===== config.mk =====
export PLATFORM = sky130hd
export DESIGN_NAME = johnson_counter
export DESIGN_NICKNAME = d
export VERILOG_FILES = /design/src/rtl/johnson_pkg.sv /design/src/rtl/johnson_legal.sv /design/src/rtl/johnson_step.sv /design/src/rtl/johnson_decode.sv /design/src/rtl/johnson_counter.sv
export SDC_FILE = /design/constraint.sdc
export NUM_CORES = 1
export LEC_CHECK = 0
export BUFFER_PORTS_ARGS = -buffer_cell sky130_fd_sc_hd__buf_2
export CORE_AREA = 2 2 39 41
export CTS_CLUSTER_SIZE = 14
export DETAILED_ROUTE_END_ITERATION = 10
export DIE_AREA = 0 0 41 43
export SLEW_MARGIN = 30
export SYNTH_ARGS = -nofsm -noshare
export SYNTH_HDL_FRONTEND = slang
export SYNTH_SLANG_ARGS = --single-unit

===== constraint.sdc =====
create_clock -name clk_i -period 2 [get_ports clk_i]
set_input_delay 0.2 -clock clk_i [delete_from_list [all_inputs] [get_ports clk_i]]
set_output_delay 0.2 -clock clk_i [all_outputs]
set_load 0.02 [all_outputs]

===== src/rtl/johnson_pkg.sv =====
package johnson_pkg;
  typedef enum logic [1:0] {
    ACT_HOLD    = 2'd0,
    ACT_SHIFT   = 2'd1,
    ACT_RECOVER = 2'd2,
    ACT_LOAD    = 2'd3
  } act_e;
endpackage


===== src/rtl/johnson_legal.sv =====
module johnson_legal #(
  parameter int unsigned N = 3
) (
  input  logic [N-1:0] stage_i,
  output logic         legal_o
);
  localparam logic [N-2:0] ONE = (N-1)'(1);
  logic [N-2:0] edges;

  // a ring value has at most one boundary between its runs of ones and zeros
  assign edges   = stage_i[N-2:0] ^ stage_i[N-1:1];
  assign legal_o = ((edges & (edges - ONE)) == '0);
endmodule


===== src/rtl/johnson_step.sv =====
module johnson_step
  import johnson_pkg::*;
#(
  parameter int unsigned N = 3
) (
  input  logic [N-1:0] stage_i,
  input  logic         legal_i,
  input  logic         en_i,
  input  logic         load_i,
  input  logic [N-1:0] load_val_i,
  output act_e         act_o,
  output logic [N-1:0] next_o
);
  always_comb begin
    if (load_i)        act_o = ACT_LOAD;
    else if (!en_i)    act_o = ACT_HOLD;
    else if (!legal_i) act_o = ACT_RECOVER;
    else               act_o = ACT_SHIFT;
  end

  always_comb begin
    unique case (act_o)
      ACT_LOAD:    next_o = load_val_i;
      ACT_SHIFT:   next_o = {stage_i[N-2:0], ~stage_i[N-1]};
      ACT_RECOVER: next_o = '0;
      default:     next_o = stage_i;
    endcase
  end
endmodule


===== src/rtl/johnson_decode.sv =====
module johnson_decode #(
  parameter int unsigned N = 3,
  localparam int unsigned S = 2 * N
) (
  input  logic [N-1:0] stage_i,
  input  logic         legal_i,
  output logic [S-1:0] state_o
);
  logic [S-1:0] raw;

  for (genvar k = 0; k < S; k++) begin : g_dec
    if (k == 0) begin : g_zero
      assign raw[k] = ~stage_i[N-1] & ~stage_i[0];
    end else if (k == N) begin : g_full
      assign raw[k] = stage_i[N-1] & stage_i[0];
    end else if (k < N) begin : g_fill
      assign raw[k] = stage_i[k-1] & ~stage_i[k];
    end else begin : g_drain
      assign raw[k] = ~stage_i[k-N-1] & stage_i[k-N];
    end
  end

  // pair decodes alias on illegal values; blank them
  assign state_o = legal_i ? raw : '0;
endmodule


===== src/rtl/johnson_counter.sv =====
module johnson_counter
  import johnson_pkg::*;
#(
  parameter int unsigned N = 3,
  localparam int unsigned S = 2 * N
) (
  input  logic         clk_i,
  input  logic         rst_ni,
  input  logic         en_i,
  input  logic         load_i,
  input  logic [N-1:0] load_val_i,
  output logic [N-1:0] stage_o,
  output logic [S-1:0] state_o,
  output logic         illegal_o
);
  logic [N-1:0] stage_q, stage_d;
  logic         legal;
  logic         illegal_q;
  act_e         act;

  johnson_legal #(.N(N)) u_legal (
    .stage_i (stage_q),
    .legal_o (legal)
  );

  johnson_step #(.N(N)) u_step (
    .stage_i    (stage_q),
    .legal_i    (legal),
    .en_i       (en_i),
    .load_i     (load_i),
    .load_val_i (load_val_i),
    .act_o      (act),
    .next_o     (stage_d)
  );

  johnson_decode #(.N(N)) u_decode (
    .stage_i (stage_q),
    .legal_i (legal),
    .state_o (state_o)
  );

  always_ff @(posedge clk_i or negedge rst_ni) begin
    if (!rst_ni) begin
      stage_q   <= '0;
      illegal_q <= 1'b0;
    end else begin
      if (act != ACT_HOLD) stage_q <= stage_d;
      illegal_q <= (act == ACT_RECOVER);
    end
  end

  assign stage_o   = stage_q;
  assign illegal_o = illegal_q;
endmodule


# --- After elaboration in Yosys (flattened, before gate mapping) ---
# Cells that the tools add are included.
op_classes:
  bitwise_logic: 11
  reduce_logical: 4
  add_sub_neg: 1
  eq_ne: 3
  n_mux: 5
ops:
  columns: ["cell", "n"]
  rows:
  - ["3-bit case mux with 3 select lines", 1]
  - ["1-bit bitwise AND", 6]
  - ["2-bit two-way mux", 3]
  - ["6-bit two-way mux", 1]
  - ["2-bit == test, second input constant", 2]
  - ["1-bit NOT", 3]
  - ["3-bit nonzero test", 1]
  - ["2-bit bitwise AND", 1]
  - ["2-bit by 1-bit == test with 1-bit output, second input constant", 1]
  - ["2-bit zero test", 1]
  - ["2-bit AND reduction", 1]
  - ["2-bit nonzero test", 1]
  - ["2-bit by 1-bit subtractor with 2-bit output, second input constant", 1]
  - ["2-bit bitwise XOR", 1]
totals:
  register_bits: 4
  out_inout_bits: 10

# --- Longest topological paths before layout ---
# Gate-level depths: netlist (run 1).
depth:
  word_depth: 10
  mapped_depth: 5

# --- Modules after synthesis ---
# From an unflattened synthesis (run 1), not the netlist that was laid out.
unflattened:
  cells_unflattened: 35
  area_unflattened_um2: 316.6
by_module_without_submodules:
  columns: ["mod", "area_each_um2", "seq_area_each_um2", "instances", "cells_each"]
  rows:
  - ["johnson_counter", 148.9, 100.1, 1, 9]
  - ["johnson_step", 93.8, 0.0, 1, 17]
  - ["johnson_decode", 55.1, 0.0, 1, 6]
  - ["johnson_legal", 18.8, 0.0, 1, 3]

# --- Least setup slack after synthesis (run 1) ---
# No wires, ideal clock.
synth_timing:
  path_kind: "register to output"
  start: "register stage_q[1], in the netlist stage_o[1]"
  end: "output port state_o[0]"
  path_buffers: 0
  path_stages_with_launch: 5
  t_arrival_ns: 1.444
  path_slack_ns: 0.356
  cell_sequence: "dfrtp_1 inv_1 ha_1 nor2_4 nor3_1"
synth_via:
  elab_chain_len: 5
synth_lines:
  columns: ["item", "line", "rtl"]
  rows:
  - ["start: declaration", "johnson_counter.sv:16", "logic [N-1:0] stage_q, stage_d;"]
  - ["start signal: assignment", "johnson_counter.sv:47", "if (act != ACT_HOLD) stage_q <= stage_d;"]
  - ["2-bit bitwise XOR *", "johnson_legal.sv:11", "assign edges = stage_i[N-2:0] ^ stage_i[N-1:1];"]
  - ["2-bit by 1-bit subtractor with 2-bit output", "johnson_legal.sv:12", "assign legal_o = ((edges & (edges - ONE)) == '0);"]
  - ["2-bit bitwise AND *", "johnson_legal.sv:12", null]
  - ["2-bit zero test *", "johnson_legal.sv:12", null]
  - ["6-bit two-way mux *", "johnson_decode.sv:24", "assign state_o = legal_i ? raw : '0;"]
  - ["end: declaration", "johnson_counter.sv:13", "output logic [S-1:0] state_o,"]
# Every way passes the cells marked *; elsewhere a longest branch is shown, timed or not.

# --- Worst setup path after layout (run 1) ---
layout_timing:
  start: "register stage_q[0], in the netlist stage_o[0]"
  end: "output port state_o[2]"
# Same word-level chain as after synthesis.

==> results of run 1 <==
## timing repair
item / CTS / global route
gates resized for setup: 0 / 1
setup endpoints to repair: 0 / 2
hold endpoints to repair: 4 / 0
hold buffers: 1 / 0
## through the flow
stage / utilization [%] / area (µm²) / power [mW] / hold WS [ns]
detailed placement: 28.1 / 389 / 0.260 / 0.0114
floorplan: - / 289 / 0.208 / -0.0956
CTS: 30.5 / 422 / 0.362 / 0.197
global route: 30.6 / 423 / 0.382 / 0.203
global placement: 28.1 / 389 / 0.255 / 0.00948
finish: 30.6 / 423 / 0.354 / 0.206
## cells by family (layout without fill, tap and decap cells)
family | count (synthesis) | count (layout) | share of synthesized area (%)
mux | 1 | 1 | 3.90
fa+ha+maj | 4 | 4 | 17.3
compound gates | 5 | 5 | 9.09
simple gates | 14 | 14 | 29.9
flops | 4 | 4 | 34.6
buf+inv | 4 | 24 | 5.19
## worst max-delay path, cell delays in order (launching register included)
cell	delay, ns
dfrtp_1	0.43
inv_1	0.08
ha_1	0.34
or2_4	0.29
and2_1	0.16
buf_2	0.15
## flip-flops by register name (all words and copies together) (netlist names)
signal,count
illegal_o,1
stage_o,3
## how the worst max path moves through the flow
stage                                       from    endpoint  slack [ns]  cells past startpoint
after floorplan           stage_o[1]$_DFFE_PN0P_  state_o[0]        0.36                      4
after global placement    stage_o[0]$_DFFE_PN0P_  state_o[2]        0.35                      5
after detailed placement  stage_o[1]$_DFFE_PN0P_  state_o[2]        0.32                      5
after CTS                 stage_o[1]$_DFFE_PN0P_  state_o[2]        0.07                      5
after global routing      stage_o[0]$_DFFE_PN0P_  state_o[2]        0.02                      5
final                     stage_o[0]$_DFFE_PN0P_  state_o[2]        0.11                      5
## routing by layer
layer / vias to the layer above / wire, µm / GRT usage, %
met2: 11 / 334 / 14.1
li1: 148 / - / -
met4: 0 / 0 / 6.00
met3: 0 / 50 / 1.57
met5: - / 0 / 0
met1: 127 / 273 / 10.4
## area by class of cell
| type | instances | area share, % |
|---|---|---|
| Multi-Input combinational cell | 24 | 41.1 |
| Tap cell | 16 | 4.73 |
| Inverter | 4 | 3.55 |
| Timing Repair Buffer | 17 | 21.3 |
| Clock buffer | 3 | 5.33 |
| Sequential cell | 4 | 24.0 |
## placed cells by master, fill, tap and decap left out
master         instances
a21oi_1                4
nand3_1                2
and2_1                 4
nor3_1                 3
mux2_2                 1
ha_1                   4
dfrtp_1                3
o22ai_1                1
nor2b_1                2
or2_4                  1
buf_2                 16
dlygate4sd3_1          1
inv_1                  4
clkbuf_4               3
nand2_1                1
nor2_4                 1
dfrtp_2                1
## where the power goes
group	total, mW	switching, mW	internal [mW]
Sequential	0.103	0.0118	0.0912
Clock	0.0957	0.0289	0.0668
Combinational	0.155	0.0928	0.0623
==> results.cfg, run 1 <==
[clock_tree]
htree_levels = 1
path_clk_slew_ns = 0.04
cts_root_buf = clkbuf_4
clock-sinks = 4
cts_tree = built
postCtsSetupRepairBufs = 0
clk_latency_ns = 0.23
cts_made_buffers = 3
clk_path_buf_depth = 2

[yosys]
netlist_instances = 32
synth-seq-area-share_pct = 34.6
synth_edf_count = 0
syn_area_per_cell_um2 = 9.03
yosys.area.top_type = dfrtp_1
synthTopCellsByCount = a21oi_1, and2_1, dfrtp_1, ha_1, inv_1
synth_ff_type = dfrtp_1
synth_area_leaders = dfrtp_1, ha_1, and2_1
syn_nets = 43
synth_top_area_share_pct = 34.6
synth-seq-cells = 4
syn_area_um2 = 289
yosysWarnings = 0
async_flop_share_pct = 100
ys_types = 13

[run]
drv_cap = 0

[critical_path]
critPathMaxFanout = 6
cp-start-kind = flip-flop
worstReg2RegStart = stage_o[0]$_DFFE_PN0P_
path_class = reg -> out
worstSetupEndpointType = primary output
arrival_ns = 1.69
critPathRequiredTime_ns = 1.80
reg2reg_depth = 5
rr_endpoint = stage_o[2]$_DFFE_PN0P_
r2r_slack_ns = 0.54

[placement]
dp_hpwl_um = 571
port_buffers = 16
dp_slack_ns = 0.321
gp_congestion = 0.713
dp.cells = 64

[detailed_routing]
wire_per_inst_um = 9.66
wirelength_um = 657
drtIter0Drc = 0
dr.pass1.iters = 1
final_antenna_net_count = 0
vias = 286
drc = 0
via_per_inst = 4.21

[timing]
min_period_over_period_pct = 94.5
fmax_ghz = 0.529
fin_ws_ns = 0.109
slew_violations = 0
rsz0062_at_grt = no
finalCriticalPeriod_ns = 1.89
fin_setup_tns_ns = 0
worst_pin_slew_ns = 0.191
finClkSkew_ns = 0.00186
relSlewSlack_pct = 87.3
hold_violations = 0
setup_viol = 0

[grt]
grt_pass1_vias = 248
grt_start_max_net_pins = 7
groute.usage.overall_pct = 8.96
overflow = 0
grt_pass1_wl_um = 1060
antenna_found_initial = 0

[power_and_ir_drop]
power.density_nw_per_um2 = 837
peakVddDrop_v = 0.000233
leakage_nw = 0.231

[finish]
drive_gt1_share_pct = 44.2
syn2layout_area_growth_pct = 46.3
fin_cells = 68
register_area_um2 = 101
multi_input_area_um2 = 174
antenna_cells = 0
fill_cells = 149
nets = 65

[floorplan]
die_width_um = 41
core_um2 = 1380
ios = 17
start_util_pct = 20.9
rows = 14
die_y_um = 43
die-area_um2 = 1760

[worst_hold_path]
hold_start = load_val_i[2]
min_to = stage_o[2]$_DFFE_PN0P_
hold_depth = 2
hold_path_class = in -> reg

[status]
outcome = complete, no violations
Note: power is estimated with default switching activity, not from simulation.
==> run 2: changes to the inputs <==
--- a/config.mk
+++ b/config.mk
@@ -13,4 +13,5 @@
 export SLEW_MARGIN = 30
 export SYNTH_ARGS = -nofsm -noshare
 export SYNTH_HDL_FRONTEND = slang
+export SYNTH_HIERARCHICAL = 1
 export SYNTH_SLANG_ARGS = --single-unit
==> results.cfg, run 2 <==
[status]
outcome = complete, no violations

[critical_path]
critPathMaxFanout = 10
path_class = reg -> out
slowest_delay_ns = 0.46
critPathRequiredTime_ns = 1.80
arrival_ns = 1.62
worstSetupEndpointType = primary output
critPathSlowestCell = dfrtp_1
crit_chain = nor2b_1 -> a21oi_1 -> buf_4 -> nor3b_2 -> buf_2
cp-start-kind = flip-flop

[yosys]
synth_edf_count = 0
synthSimpleGateAreaFrac_pct = 46.2
synthTopCellsByCount = and3b_1, dfrtp_1, nor2b_1
yosys.area.top_type = dfrtp_1
synth-seq-area-share_pct = 31.6
ys_types = 17
synth-seq-cells = 4
syn_nets = 42
synth_area_leaders = dfrtp_1, and3b_1, mux2_2
syn_area_per_cell_um2 = 9.04
yosysWarnings = 6
synth_xor_area_share_pct = 0
synthAdderAreaFrac_pct = 0
yosys-mux-area-fraction_pct = 10.7
netlist_instances = 35
syn_area_um2 = 317
synth_ff_type = dfrtp_1
synth_top_area_share_pct = 31.6
synth_top_family_by_area = simple AND/OR/NAND/NOR gates
async_flop_share_pct = 100
synth_compound_area_share_pct = 9.09

[detailed_routing]
drc = 0
via_per_inst = 4.44
wire_per_inst_um = 10.0
vias = 320
final_antenna_net_count = 0
drtIter0Drc = 5
dr.pass1.iters = 4
wirelength_um = 723

[timing]
relSlewSlack_pct = 81.2
fin_ws_ns = 0.177
finalCriticalPeriod_ns = 1.82
setup_viol = 0
min_period_over_period_pct = 91.2
hold_violations = 0
fin_setup_tns_ns = 0
fmax_ghz = 0.549
finClkSkew_ns = 0.00542
rsz0062_at_grt = no
slew_violations = 0
worst_pin_slew_ns = 0.282

[clock_tree]
clk_latency_ns = 0.24
path_clk_slew_ns = 0.04
cts_resized = 0
htree_levels = 1
clk_path_buf_depth = 2
cts_tree = built
cts_root_buf = clkbuf_4
holdBufCountCts = 1
postCtsSetupRepairBufs = 0
clock-sinks = 4
cts_made_buffers = 3

[power_and_ir_drop]
peakVddDrop_v = 0.000413
swShare_pct = 39.8
internal-power_mw = 0.245
pwr-share-comb_pct = 45.5
switchingPower_mw = 0.161
power.density_nw_per_um2 = 889
seqPwrFrac_pct = 29.9
clock_power_share_pct = 24.6
leakage_nw = 0.239

[placement]
port_buffers = 16
gp_congestion = 0.777
dp_slack_ns = 0.343
dp_hpwl_um = 525

[floorplan]
ios = 17
start_util_pct = 22.9
die-area_um2 = 1760
rows = 14
die_width_um = 41
die_y_um = 43
core_um2 = 1380

[worst_hold_path]
hold_path_class = in -> async

[finish]
nets = 65
syn2layout_area_growth_pct = 44.3
fin_util_pct = 33.0
drive_gt1_share_pct = 48.2
final_cell_mix = buf_2, dfrtp_1, and3b_1, nor2b_1
layout_commonest_cell = buf_2
largest_reg_flops = 3
antenna_cells = 0

[grt]
grt_pass1_wl_um = 1210
antenna_found_initial = 0
groute.usage.overall_pct = 10.2
overflow = 0
grt_start_max_net_pins = 11
grt_pass1_vias = 274

[run]
drv_cap = 0
-- run 2: cell types whose count changed after synthesis, moves of 2 or more --
cell | previous run | this run
a21oi_1 | 4 | 1
a31oi_1 | 0 | 3
and2_1 | 4 | 0
and3b_1 | 0 | 4
ha_1 | 4 | 0
inv_1 | 4 | 2
mux2_2 | 1 | 3
nand2b_1 | 0 | 3
nor2b_1 | 2 | 4
nor3_1 | 3 | 0
-- run 2: layer usage --
metal	vias up	part of all wire (%)	global-route usage (%)
met2	15	44	13.1
met3	0	9.3	6.28
met4	0	0	2.00
met1	139	46	14.4
met5	-	0	0
li1	166	-	-
-- run 2: layout make-up --
class	count	area (µm²)
inverters	2	7.51
fillers	138	927
flip-flops and latches	4	100
well taps	16	20.0
multi-input cells	29	209
clock buffers	3	22.5
repair buffers	18	97.6
-- run 2: stage by stage --
stage | instances | hold WS (ns) | area [µm²] | power [mW]
after CTS | 72 | 0.289 | 457 | 0.413
after global placement | 68 | 0.00539 | 424 | 0.305
after detailed placement | 68 | 0.00700 | 424 | 0.306
final | 72 | 0.305 | 457 | 0.406
after floorplan | 35 | -0.0956 | 317 | 0.239
after global routing | 72 | 0.298 | 457 | 0.446
-- run 2: worst paths after layout --
check	startpoint	endpoint	slack, ns	depth (start not counted)
setup / recovery	stage_o[0]$_DFFE_PN0P_	state_o[0]	0.18	5
min in group clk_i	load_val_i[1]	stage_o[1]$_DFFE_PN0P_	0.39	4
hold reg to reg	stage_o[0]$_DFFE_PN0P_	stage_o[0]$_DFFE_PN0P_	0.72	1
max in group asynchronous	rst_ni	stage_o[1]$_DFFE_PN0P_	1.57	2
hold / removal	rst_ni	stage_o[2]$_DFFE_PN0P_	0.31	2
setup reg to reg	stage_o[0]$_DFFE_PN0P_	stage_o[2]$_DFFE_PN0P_	0.33	5
-- run 2: logic make-up after synthesis --
group	Yosys count
flops	4
mux	3
buf+inv	2
compound gates	5
simple gates	21
-- run 2: power groups by stage --
stage | logic [mW] | registers (mW) | clock network (mW)
final | 0.185 | 0.121 | 0.0998
after global routing | 0.205 | 0.125 | 0.116
after CTS | 0.186 | 0.121 | 0.106
after detailed placement | 0.184 | 0.122 | 0
after global placement | 0.183 | 0.121 | 0
after floorplan | 0.107 | 0.132 | 0
-- run 2: worst max-delay path: cells and delay by family, from the launching register on --
kind	cells	cell delay [ns]
AND/OR/NAND/NOR	2	0.33
AO/OA/AOI/OAI	1	0.22
buffers and inverters	2	0.37
flip-flops	1	0.46
